===== src/rtl/uart_fifo_pkg.sv =====
package uart_fifo_pkg;

    localparam int FCR_EN    = 0;
    localparam int FCR_RXRST = 1;
    localparam int FCR_TXRST = 2;
    localparam int FCR_W     = 3;

    typedef struct packed {
        logic       bi;
        logic       fe;
        logic       pe;
        logic [7:0] data;
    } rx_entry_t;

    localparam int RX_ENTRY_W = $bits(rx_entry_t);

    function automatic logic entry_has_err(rx_entry_t e);
        return e.bi | e.fe | e.pe;
    endfunction

endpackage


===== src/rtl/ufc_fifo.sv =====
module ufc_fifo #(
    parameter int W     = 8,
    parameter int DEPTH = 64
) (
    input  logic         clk,
    input  logic         rst,
    input  logic         flush,
    input  logic         single,
    input  logic         push,
    input  logic [W-1:0] push_data,
    input  logic         pop,
    output logic [W-1:0] head,
    output logic         full,
    output logic         empty
);
    localparam int PW = (DEPTH > 1) ? $clog2(DEPTH) : 1;
    localparam int CW = $clog2(DEPTH + 1);

    logic [W-1:0]  mem [DEPTH];
    logic [PW-1:0] wr_ptr, rd_ptr;
    logic [CW-1:0] count;
    logic          push_acc, pop_acc;

    function automatic logic [PW-1:0] bump(logic [PW-1:0] p);
        return (p == PW'(DEPTH - 1)) ? '0 : p + 1'b1;
    endfunction

    always_comb begin
        empty    = (count == '0);
        full     = single ? !empty : (count == CW'(DEPTH));
        push_acc = push && !full && !flush;
        pop_acc  = pop && !empty && !flush;
        head     = mem[rd_ptr];
    end

    always_ff @(posedge clk) begin
        if (rst || flush) begin
            wr_ptr <= '0;
            rd_ptr <= '0;
            count  <= '0;
        end else begin
            if (push_acc) wr_ptr <= bump(wr_ptr);
            if (pop_acc)  rd_ptr <= bump(rd_ptr);
            count <= count + CW'(push_acc) - CW'(pop_acc);
        end
    end

    always_ff @(posedge clk) begin
        if (push_acc) mem[wr_ptr] <= push_data;
    end
endmodule


===== src/rtl/ufc_fcr.sv =====
module ufc_fcr
    import uart_fifo_pkg::*;
(
    input  logic             clk,
    input  logic             rst,
    input  logic             we,
    input  logic [FCR_W-1:0] wdata,
    output logic             mode,
    output logic             flush_rx,
    output logic             flush_tx
);
    always_comb begin
        flush_rx = we && (!wdata[FCR_EN] || !mode || wdata[FCR_RXRST]);
        flush_tx = we && (!wdata[FCR_EN] || !mode || wdata[FCR_TXRST]);
    end

    always_ff @(posedge clk) begin
        if (rst)     mode <= 1'b0;
        else if (we) mode <= wdata[FCR_EN];
    end
endmodule


===== src/rtl/ufc_status.sv =====
module ufc_status
    import uart_fifo_pkg::*;
#(
    parameter int DEPTH = 64
) (
    input  logic      clk,
    input  logic      rst,
    input  logic      flush_rx,
    input  logic      rx_full,
    input  logic      rx_empty,
    input  logic      rx_push,
    input  rx_entry_t push_entry,
    input  logic      rx_pop,
    input  rx_entry_t head_entry,
    input  logic      lsr_rd,
    output logic      fifo_err,
    output logic      oe,
    output logic      pe,
    output logic      fe,
    output logic      bi
);
    localparam int CW = $clog2(DEPTH + 1);

    logic [CW-1:0] err_cnt;
    logic          acc_push, acc_pop, inc, dec, ovr;

    always_comb begin
        acc_push = rx_push && !rx_full && !flush_rx;
        acc_pop  = rx_pop && !rx_empty && !flush_rx;
        inc      = acc_push && entry_has_err(push_entry);
        dec      = acc_pop && entry_has_err(head_entry);
        ovr      = rx_push && rx_full && !flush_rx;
        fifo_err = (err_cnt != '0);
    end

    always_ff @(posedge clk) begin
        if (rst || flush_rx) err_cnt <= '0;
        else                 err_cnt <= err_cnt + CW'(inc) - CW'(dec);
    end

    always_ff @(posedge clk) begin
        if (rst) begin
            oe <= 1'b0;
            pe <= 1'b0;
            fe <= 1'b0;
            bi <= 1'b0;
        end else begin
            oe <= (oe && !lsr_rd) || ovr;
            pe <= (pe && !lsr_rd) || (acc_push && push_entry.pe);
            fe <= (fe && !lsr_rd) || (acc_push && push_entry.fe);
            bi <= (bi && !lsr_rd) || (acc_push && push_entry.bi);
        end
    end
endmodule


===== src/rtl/uart_fifo_ctl.sv =====
module uart_fifo_ctl
    import uart_fifo_pkg::*;
#(
    parameter int DEPTH = 64
) (
    input  logic       clk,
    input  logic       rst,
    input  logic       fcr_we,
    input  logic [2:0] fcr_wdata,
    input  logic       tx_int_en,
    input  logic       rx_int_en,
    input  logic       thr_we,
    input  logic [7:0] thr_wdata,
    output logic       thr_full,
    input  logic       tx_pop,
    output logic [7:0] tx_data,
    input  logic       rx_push,
    input  logic [7:0] rx_data_in,
    input  logic       rx_pe_in,
    input  logic       rx_fe_in,
    input  logic       rx_bi_in,
    input  logic       rbr_re,
    output logic [7:0] rbr_rdata,
    input  logic       lsr_rd,
    output logic       fifo_mode,
    output logic       data_ready,
    output logic       tx_req,
    output logic       fifo_err,
    output logic       oe_flag,
    output logic       pe_flag,
    output logic       fe_flag,
    output logic       bi_flag,
    output logic       irq_rx_avail,
    output logic       irq_tx_req
);
    logic      flush_rx, flush_tx;
    logic      rx_full, rx_empty, tx_empty;
    rx_entry_t in_entry, head_entry;

    always_comb begin
        in_entry.data = rx_data_in;
        in_entry.pe   = rx_pe_in;
        in_entry.fe   = rx_fe_in;
        in_entry.bi   = rx_bi_in;
    end

    ufc_fcr u_fcr (
        .clk(clk), .rst(rst), .we(fcr_we), .wdata(fcr_wdata),
        .mode(fifo_mode), .flush_rx(flush_rx), .flush_tx(flush_tx)
    );

    ufc_fifo #(.W(8), .DEPTH(DEPTH)) u_txq (
        .clk(clk), .rst(rst), .flush(flush_tx), .single(!fifo_mode),
        .push(thr_we), .push_data(thr_wdata), .pop(tx_pop),
        .head(tx_data), .full(thr_full), .empty(tx_empty)
    );

    ufc_fifo #(.W(RX_ENTRY_W), .DEPTH(DEPTH)) u_rxq (
        .clk(clk), .rst(rst), .flush(flush_rx), .single(!fifo_mode),
        .push(rx_push), .push_data(in_entry), .pop(rbr_re),
        .head(head_entry), .full(rx_full), .empty(rx_empty)
    );

    ufc_status #(.DEPTH(DEPTH)) u_status (
        .clk(clk), .rst(rst), .flush_rx(flush_rx), .rx_full(rx_full),
        .rx_empty(rx_empty), .rx_push(rx_push), .push_entry(in_entry),
        .rx_pop(rbr_re), .head_entry(head_entry), .lsr_rd(lsr_rd),
        .fifo_err(fifo_err), .oe(oe_flag), .pe(pe_flag), .fe(fe_flag),
        .bi(bi_flag)
    );

    always_comb begin
        rbr_rdata    = head_entry.data;
        data_ready   = !rx_empty;
        tx_req       = tx_empty;
        irq_rx_avail = rx_int_en && data_ready;
        irq_tx_req   = tx_int_en && tx_req;
    end
endmodule


===== config.mk =====
export PLATFORM = sky130hd
export DESIGN_NAME = uart_fifo_ctl
export DESIGN_NICKNAME = d
export VERILOG_FILES = /design/src/rtl/uart_fifo_pkg.sv /design/src/rtl/ufc_fifo.sv /design/src/rtl/ufc_fcr.sv /design/src/rtl/ufc_status.sv /design/src/rtl/uart_fifo_ctl.sv
export SDC_FILE = /design/constraint.sdc
export NUM_CORES = 1
export LEC_CHECK = 0
export BUFFER_PORTS_ARGS = -buffer_cell sky130_fd_sc_hd__buf_2
export CAP_MARGIN = 20
export CORE_MARGIN = 2
export CORE_UTILIZATION = 55
export DETAILED_ROUTE_END_ITERATION = 8
export PLACE_DENSITY = 0.81
export REMOVE_ABC_BUFFERS = 1
export SLEW_MARGIN = 20
export SYNTH_ARGS = -nofsm -noshare
export SYNTH_HDL_FRONTEND = slang
export SYNTH_HIERARCHICAL = 1
export SYNTH_SLANG_ARGS = --single-unit

===== constraint.sdc =====
create_clock -name clk -period 4.8 [get_ports clk]
set_input_delay 0.48 -clock clk [delete_from_list [all_inputs] [get_ports clk]]
set_output_delay 0.48 -clock clk [all_outputs]
set_load 0.005 [all_outputs]

Word level (Yosys, flattened, before mapping)
Memory sizes are Yosys's and may differ from the RTL's. A register that Yosys moved wholly into a read port is not among the register bits.
Index checks and enable logic that the tools add are counted.
- multipliers: 0
- $lt $le $gt $ge: 0
- bitwise gates (word level): 4
- muxes and demuxes: 14
- divide/modulo/power cells: 0
- shift operators: 0
- equality and inequality tests: 6
- reduce and logical (&&, ||, !) cells: 44
- $add $sub $neg: 10
- operators by type and width (cell ; number):
    6-bit 2-to-1 mux ; 8
    6-bit by 1-bit adder with 6-bit output, second input constant ; 4
    6-bit == test, second input constant ; 4
    1-bit logical AND ; 23
    7-bit by 1-bit adder with 7-bit output ; 3
    7-bit by 1-bit subtractor with 7-bit output ; 3
    7-bit == test, second input constant ; 2
    7-bit logical NOT ; 2
    1-bit logical NOT ; 9
    1-bit logical OR ; 9
    7-bit nonzero test ; 1
    1-bit 2-to-1 mux ; 6
    1-bit OR ; 4
- word-level logic and storage cells: 92
- bits in latches: 0
- bits in registers: 50
- memories kept: 2
- ROM bits: 0
- output and inout port bits: 27
- input port bits: 32
- bits in writable memories: 1216
- memories (memory ; words ; width ; rd ports ; clocked after memory_dff ; write ports ; line ; RTL):
    u_rxq.mem ; 64 ; 11 ; 1 ; 1 ; 1 ; ufc_fifo.sv:19 ; logic [W-1:0] mem [DEPTH];
    u_txq.mem ; 64 ; 8 ; 1 ; 1 ; 1 ; ufc_fifo.sv:19 ;

Depth between registers and ports, before layout
Gate-level depths: netlist (run 1).
- word-level depth: 9
- gate-level depth with buffers: 19
- gate-level depth less buffers: 16

Hierarchy
The synthesis (run 1) kept the hierarchy.
- modules (own cells, without submodules) (module ; area an instance (µm²) ; times used ; cells each):
    ufc_fifo (u_rxq) ; 28408.5 ; 1 ; 1383
    ufc_fifo (u_txq) ; 21079.0 ; 1 ; 1026
    ufc_status ; 708.2 ; 1 ; 83
    ufc_fcr ; 52.6 ; 1 ; 6
    uart_fifo_ctl ; 20.0 ; 1 ; 4

Worst setup path after synthesis (run 1)
No wires, ideal clock.
- path type: register -> register
- from: register with a tool-made name
- to: register u_status.err_cnt[6]
- data required time: 4.676 ns
- period minus slack after synthesis: 3.600 ns
- slack: 1.200 ns
- stages on the path, launching flop included: 16
- arrival: 3.476 ns
- cell sequence: dfxtp_1 -> buf_2 -> mux4_2 -> mux4_2 -> nor2_1 -> o21ai_1 -> nor3_1 -> nor4b_1 -> ha_1 -> inv_1 -> ha_1 -> fa_1 -> a211o_1 -> nand3_1 -> or4_1 -> nand3_1
- RTL lines (element ; line ; RTL):
    end signal: assignment ; ufc_status.sv:38 ; else err_cnt <= err_cnt + CW'(inc) - CW'(dec);
    end: declaration ; ufc_status.sv:24 ; logic [CW-1:0] err_cnt;

==> results.txt, run 1 <==
Required time of the critical path: 5380 ps
Detailed Route WL: 115 mm
Buffers from clock root to sink, at most: 3
Root cell of the clock tree: sky130_fd_sc_hd__clkbuf_16
Count of endpoints failing setup in the final report: 0
Sequential fraction of the synthesis area: 75.1%
Async set or reset register ratio after synthesis: 0%
Number of primary I/O pins: 59
Yosys cell types: 66
Static power due to leakage: 17.0 nW
Min setup slack post-route: 307 ps
Worst hold path type: in2reg
Initial Utilization: 55.7%
Leading register cell type out of synthesis: sky130_fd_sc_hd__edfxtp_1
Total of hold buffers inserted after clock tree synthesis: 0
YS warnings: 6
Slew of the pin with the lowest slew margin: 1130 ps
Total of flip-flops plus latches after synthesis: 1,278
Largest net degree at the start of global routing: 66
Startpoint class of the critical path: flip-flop
Average wire length per cell after detail routing: 29.3 um
Via total after detailed routing: 25,649
Share of the synthesized area in the top cell type: 72.6%
Nets: 2,707
Worst setup slack after placement: 161 ps
Core region area: 90,300 um^2
Antenna violations before repair: 0
GRT Util Overall: 24.7%
Per-instance average area after synthesis: 20.1 um^2
CTS H-Tree Depth: 3
DR pass1 iterations: 6
Number of enable flip-flop cells after synthesis: 1,216
Number of instances in the synthesized netlist: 2,502
Number of rows created at floorplan: 110
Largest clock skew in the final design: 42.7 ps
CTS tree: yes
Remaining DRCs: 0
Fillcell total: 5,884
Gp weighted congestion: 0.955
Die Wd: 306 um
IR drop worst, VDD: 352 uV
Max_cap viols: 0
Cell types occupying the most area after synthesis: sky130_fd_sc_hd__edfxtp_1 73%, sky130_fd_sc_hd__mux4_2 13%, sky130_fd_sc_hd__dfxtp_1 2.5%
Floorplan die height: 306 um
Ant. Diodes: 0
Insertion delay to the later sink of the worst-skew pair: 710 ps
Crit path max fanout: 22
Highest clock rate: 223 MHz
Final worst path period need: 4490 ps
Total negative slack for setup checks: 0 ps
Slew Limit Fails: 0
Antenna-violating nets left: 0
Synthesis-to-finish area growth: 11.2%
Final Hold Fails: 0
Worst slew margin: 24.4%
RSZ-0062 raised after global routing: false
P per Cell Area: 429 nW/um^2
Clock input transition at the sequential cells of the worst setup and hold paths: 60 ps
Post-synthesis cell area: 50,300 um^2
Drt first-iter violations: 3,612
Outcome: completed
Crit path arrival time: 5080 ps
Tcrit/Tclk final: 93.6%
Critical path start-end classification: reg2reg
Grt total ovfl: 0
Endpoint kind of the worst setup timing path: flip-flop
First-pass GRT wire length: 171 mm
Port buffer count: 58
Vias in the first global route: 26,167
Clock tree sinks: 1,278
Vias per cell: 6.54
Layout cell share with drive strength beyond 1: 24.2%
Number of clock buffers inserted by TritonCTS: 119
Cell type contributing the most total cell area after synthesis: sky130_fd_sc_hd__edfxtp_1
Detailed placement HPWL: 68.8 mm
Die Outline Area: 93,800 um^2
## power breakdown
part	total, W	internal [W]	leakage (nW)	switching, W
logic	0.00241	0.00105	3.65	0.00136
registers	0.0124	0.0123	11.4	0.0000981
clock network	0.00916	0.00514	1.88	0.00402
total	0.0240	0.0185	17.0	0.00548
## metrics by stage
step / std cells / power, W / utilization [%] / area (um^2) / hold slack [ps]
5_1_grt: 3920 / 0.0247 / 61.9 / 55900 / 42.9
4_1_cts: 3918 / 0.0241 / 61.8 / 55800 / 4.78
6_report: 3920 / 0.0240 / 61.9 / 55900 / 35.1
3_3_place_gp: 3694 / 0.0149 / 57.6 / 52000 / 490
3_5_place_dp: 3694 / 0.0150 / 57.6 / 52000 / 501
2_1_floorplan: 2382 / 0.0143 / - / 49500 / 455
## registers in the layout, summed over array words and instances, names as in the netlist, named ones only
signal,cells
u_txq/mem,512
u_fcr/mode,1
u_rxq/count,7
u_rxq/wr_ptr,6
u_status/err_cnt,7
u_status/bi,1
u_status/pe,1
u_txq/wr_ptr,6
u_rxq/rd_ptr,6
u_status/oe,1
u_txq/count,7
u_txq/rd_ptr,6
u_rxq/mem,704
u_status/fe,1
## synthesized netlist by cell type (4+ instances only)
cell type / count
sky130_fd_sc_hd__a2111oi_0: 5
sky130_fd_sc_hd__a211oi_1: 10
sky130_fd_sc_hd__a21oi_1: 48
sky130_fd_sc_hd__a221oi_1: 6
sky130_fd_sc_hd__a22oi_1: 14
sky130_fd_sc_hd__and2_1: 9
sky130_fd_sc_hd__and3_1: 4
sky130_fd_sc_hd__buf_1: 9
sky130_fd_sc_hd__buf_2: 29
sky130_fd_sc_hd__buf_4: 30
sky130_fd_sc_hd__buf_6: 19
sky130_fd_sc_hd__clkbuf_1: 32
sky130_fd_sc_hd__dfxtp_1: 62
sky130_fd_sc_hd__edfxtp_1: 1216
sky130_fd_sc_hd__ha_1: 31
sky130_fd_sc_hd__inv_1: 36
sky130_fd_sc_hd__mux2_2: 6
sky130_fd_sc_hd__mux2i_1: 82
sky130_fd_sc_hd__mux4_2: 297
sky130_fd_sc_hd__nand2_1: 48
sky130_fd_sc_hd__nand2b_1: 13
sky130_fd_sc_hd__nand3_1: 23
sky130_fd_sc_hd__nand3b_1: 5
sky130_fd_sc_hd__nand4_1: 14
sky130_fd_sc_hd__nor2_1: 192
sky130_fd_sc_hd__nor2b_1: 23
sky130_fd_sc_hd__nor3_1: 12
sky130_fd_sc_hd__nor4_1: 5
sky130_fd_sc_hd__o211ai_1: 4
sky130_fd_sc_hd__o21a_1: 8
sky130_fd_sc_hd__o21ai_0: 38
sky130_fd_sc_hd__o21ai_1: 19
sky130_fd_sc_hd__o21bai_1: 4
sky130_fd_sc_hd__o221ai_1: 10
sky130_fd_sc_hd__o22ai_1: 36
sky130_fd_sc_hd__o41ai_1: 5
sky130_fd_sc_hd__or2_2: 8
sky130_fd_sc_hd__or3_1: 20
sky130_fd_sc_hd__or4_1: 6
sky130_fd_sc_hd__xnor2_1: 12
sky130_fd_sc_hd__xor2_1: 13
## cells in the final DEF (no fill, tap or decap), types with 31 or more instances in the layout
master / n
sky130_fd_sc_hd__inv_1: 36
sky130_fd_sc_hd__clkbuf_16: 121
sky130_fd_sc_hd__buf_2: 50
sky130_fd_sc_hd__nor2_1: 169
sky130_fd_sc_hd__o21ai_0: 38
sky130_fd_sc_hd__mux2i_1: 82
sky130_fd_sc_hd__dfxtp_1: 55
sky130_fd_sc_hd__a21oi_1: 48
sky130_fd_sc_hd__edfxtp_1: 1216
sky130_fd_sc_hd__nand2_1: 48
sky130_fd_sc_hd__buf_4: 81
sky130_fd_sc_hd__o22ai_1: 36
sky130_fd_sc_hd__ha_1: 31
sky130_fd_sc_hd__mux4_2: 297
## per-layer routing
metal	global-route usage (%)	part of all wire (%)	vias to the layer above
met5	0	0	-
met4	9.58	4.2	0
met2	41.7	51	1583
met3	4.02	9.0	276
met1	32.5	36	13281
li1	-	-	10509
## layout make-up
class	count	area, um^2	share of cell area (%)
Timing Repair Buffer	138	990	1.77
Clock buffer	159	3290	5.88
Multi-Input combinational cell	1068	11700	20.9
Tap cell	1176	1470	2.63
Clock inverter	65	557	0.996
Sequential cell	1278	37800	67.6
Inverter	36	135	0.242
## timing repair
item | in CTS | in global routing
endpoints found under the setup margin | 0 | 1
gates resized for setup | 0 | 1
buffers inserted | 0 | 0
## worst paths after layout
| check | slack (ps) | from | depth (start not counted) | end |
|---|---|---|---|---|
| min | 40 | fcr_wdata[0] | 3 | u_fcr/mode |
| max reg2reg | 310 | flip-flop | 17 | u_status/err_cnt[6] |
| min reg2reg | 500 | u_status/oe | 2 | u_status/oe |
| max | 310 | flip-flop | 17 | u_status/err_cnt[6] |
## cells by family after synthesis
kind of cell,count (synthesis),share of synthesized area [%]
AOI/OAI and AO/OA,219,2.73
DFF,1278,75.1
xor gates and xnor gates,25,0.436
buffers and inverters,156,1.75
and+or+nand+nor,403,3.96
adders and majority gates,34,0.891
muxes,387,15.1
## worst max-delay path, stage by stage (launching register included)
cell and delay, ps:
sky130_fd_sc_hd__dfxtp_4 530, sky130_fd_sc_hd__buf_4 390, sky130_fd_sc_hd__mux4_2 600, sky130_fd_sc_hd__mux2i_1 250
sky130_fd_sc_hd__a211oi_1 140, sky130_fd_sc_hd__o21ai_0 220, sky130_fd_sc_hd__o21ai_1 120, sky130_fd_sc_hd__nor3_2 300
sky130_fd_sc_hd__buf_4 170, sky130_fd_sc_hd__nor4b_1 50, sky130_fd_sc_hd__ha_1 300, sky130_fd_sc_hd__inv_1 40
sky130_fd_sc_hd__ha_1 200, sky130_fd_sc_hd__fa_1 420, sky130_fd_sc_hd__a211o_1 320, sky130_fd_sc_hd__nand3_1 120
sky130_fd_sc_hd__or4_1 130, sky130_fd_sc_hd__nand3_1 60
No activity file was read; power rests on OpenSTA's default activity.
==> run 2: changes to the inputs <==
--- a/config.mk
+++ b/config.mk
@@ -8,9 +8,9 @@
 export BUFFER_PORTS_ARGS = -buffer_cell sky130_fd_sc_hd__buf_2
 export CAP_MARGIN = 20
 export CORE_MARGIN = 2
-export CORE_UTILIZATION = 55
+export CORE_UTILIZATION = 41
 export DETAILED_ROUTE_END_ITERATION = 8
-export PLACE_DENSITY = 0.81
+export PLACE_DENSITY = 0.66
 export REMOVE_ABC_BUFFERS = 1
 export SLEW_MARGIN = 20
 export SYNTH_ARGS = -nofsm -noshare
==> run 2 against run 1 <==
First-iteration DRC count is 27% lower. Critical path type is now reg2out. Largest power group unchanged. Non-clock buffer count is 27 higher. Count of clock-buffer cells in the layout rose by 4. Hold slack improved by 48 ps.
==> results.txt, run 2 (synthesis results as in run 1) <==
Die Outline Area: 125,000 um^2
Clock tree sinks: 1,278
Initial Utilization: 41.3%
Root cell of the clock tree: sky130_fd_sc_hd__clkbuf_16
Capture endpoint of the worst hold path: u_rxq/wr_ptr[1]
Startpoint class of the critical path: flip-flop
Static power due to leakage: 17.4 nW
Crit path arrival time: 4130 ps
Max reg flops: 704
Number of primary I/O pins: 59
Grt total ovfl: 0
Endpoint of the most critical register-to-register path: u_status/err_cnt[6]
Slew Limit Fails: 0
RSZ-0062 raised after global routing: false
CTS H-Tree Depth: 4
Slew of the pin with the lowest slew margin: 1130 ps
Largest delay contributor family on the critical path: buffers and inverters
Clock input transition at the sequential cells of the worst setup and hold paths: 60 ps
Ant. Diodes: 0
Final worst path period need: 4610 ps
Buffers from clock root to sink, at most: 3
Tcrit/Tclk final: 96.1%
Highest clock rate: 217 MHz
Layout cell share with drive strength beyond 1: 25.4%
Port buffer count: 58
Setup slack of the most critical reg-to-reg path: 200 ps
DR pass1 iterations: 6
Nets: 2,745
HP Start: rx_push
GRT Util Overall: 18.3%
Critical path start-end classification: reg2out
Largest registers ranked by flip-flop count: u_rxq/mem: 704 flops, u_txq/mem: 512 flops
First-pass GRT wire length: 170 mm
Remaining DRCs: 0
Number of rows created at floorplan: 128
Count of endpoints failing setup in the final report: 0
Floorplan die height: 354 um
Number of clock buffers inserted by TritonCTS: 130
Required time of the critical path: 4320 ps
Worst hold path type: in2reg
Gp weighted congestion: 0.891
Worst slew margin: 24.6%
Outcome: completed
Most frequent standard cell in the layout excluding fill and tap cells: sky130_fd_sc_hd__edfxtp_1
Detailed placement HPWL: 71.4 mm
Max_cap viols: 0
Largest clock skew in the final design: 26.2 ps
Sequence of cells on the critical path: buf_4 > buf_4 > mux4_2 > mux4_2 > nor2_1 > o31ai_1 > buf_2
Via total after detailed routing: 25,099
Synthesis-to-finish area growth: 13.7%
Crit path max-delay cell type: sky130_fd_sc_hd__o31ai_1
Core region area: 122,000 um^2
Drt first-iter violations: 2,621
Endpoint kind of the worst setup timing path: output pin
Leading cell types in the layout, fill and taps excluded: 1,216 x sky130_fd_sc_hd__edfxtp_1, 297 x sky130_fd_sc_hd__mux4_2, 176 x sky130_fd_sc_hd__nor2_1
Vias in the first global route: 25,612
Insertion delay to the later sink of the worst-skew pair: 760 ps
Antenna violations before repair: 3
Worst setup slack after placement: -98.1 ps
Worst Reg-to-Reg Cells: 16
Min setup slack post-route: 186 ps
Post-route core utilization: 47.0%
Instance count along the most critical hold path: 3
Crit path max fanout: 30
Crit path buffers/inverters: 3
Average wire length per cell after detail routing: 26.0 um
CTS tree: yes
Final Hold Fails: 0
Detailed Route WL: 114 mm
Vias per cell: 5.70
Maximum cell stage delay along the critical path: 780 ps
Die Wd: 354 um
P per Cell Area: 437 nW/um^2
Largest register by flop count: u_rxq/mem
Largest net degree at the start of global routing: 66
Antenna-violating nets left: 0
IR drop worst, VDD: 384 uV
## run 2: power breakdown
group / internal, W / switching, W
registers: 0.0123 / 0.000108
clock network: 0.00586 / 0.00423
logic: 0.00106 / 0.00140
total: 0.0192 / 0.00574
## run 2: per-stage QoR
step | cells | instance area (um^2) | hold slack (ps) | power, W | TNS (ps)
final | 4402 | 57200 | 82.6 | 0.0250 | 0
after global routing | 4402 | 57200 | 79.8 | 0.0259 | 0
after CTS | 4401 | 57100 | 28.5 | 0.0252 | 0
after detailed placement | 4168 | 52800 | 471 | 0.0151 | -98.5
after global placement | 4163 | 52700 | 470 | 0.0150 | -1220
after floorplan | 2382 | 49500 | 455 | 0.0143 | -61820
## run 2: final cells by class
class                   count  area, um^2
clock inverters            67         812
flip-flops and latches   1278       37800
repair buffers            165        1240
clock buffers             163        3480
fillers                  9961       64500
multi-input cells        1068       11700
inverters                  36         135
well taps                1625        2030
## run 2: worst reg2reg max path, delay by kind of cell (launching register included)
family | cells | cell delay, ps
fa+ha+maj | 3 | 970
mux | 2 | 830
flops | 1 | 770
simple gates | 5 | 690
buf+inv | 2 | 230
compound gates | 4 | 980
## run 2: how the worst max path moves through the flow
stage | from | to | slack (ps) | depth (start not counted)
after floorplan | flip-flop | u_status/err_cnt[6] | -4160 | 14
after CTS | flip-flop | u_status/err_cnt[6] | 90 | 17
final | flip-flop | rbr_rdata[6] | 190 | 7
after global routing | flip-flop | u_status/err_cnt[6] | 20 | 17
after detailed placement | flip-flop | u_status/err_cnt[6] | -100 | 17
after global placement | u_rxq/count[2] | u_status/err_cnt[6] | -520 | 15
## run 2: per-layer routing
metal	track usage [%]	wire length (um)
met1	23.8	44500
met2	30.6	57700
met3	3.70	8660
met4	6.65	3570
met5	0	27
## run 2: repair_timing
item / CTS / global route
endpoints found under the hold margin: 2 / 0
resized for setup: 1 / 0
buffers inserted: 0 / 1
hold buffers: 3 / 0
setup endpoints to repair: 2 / 1
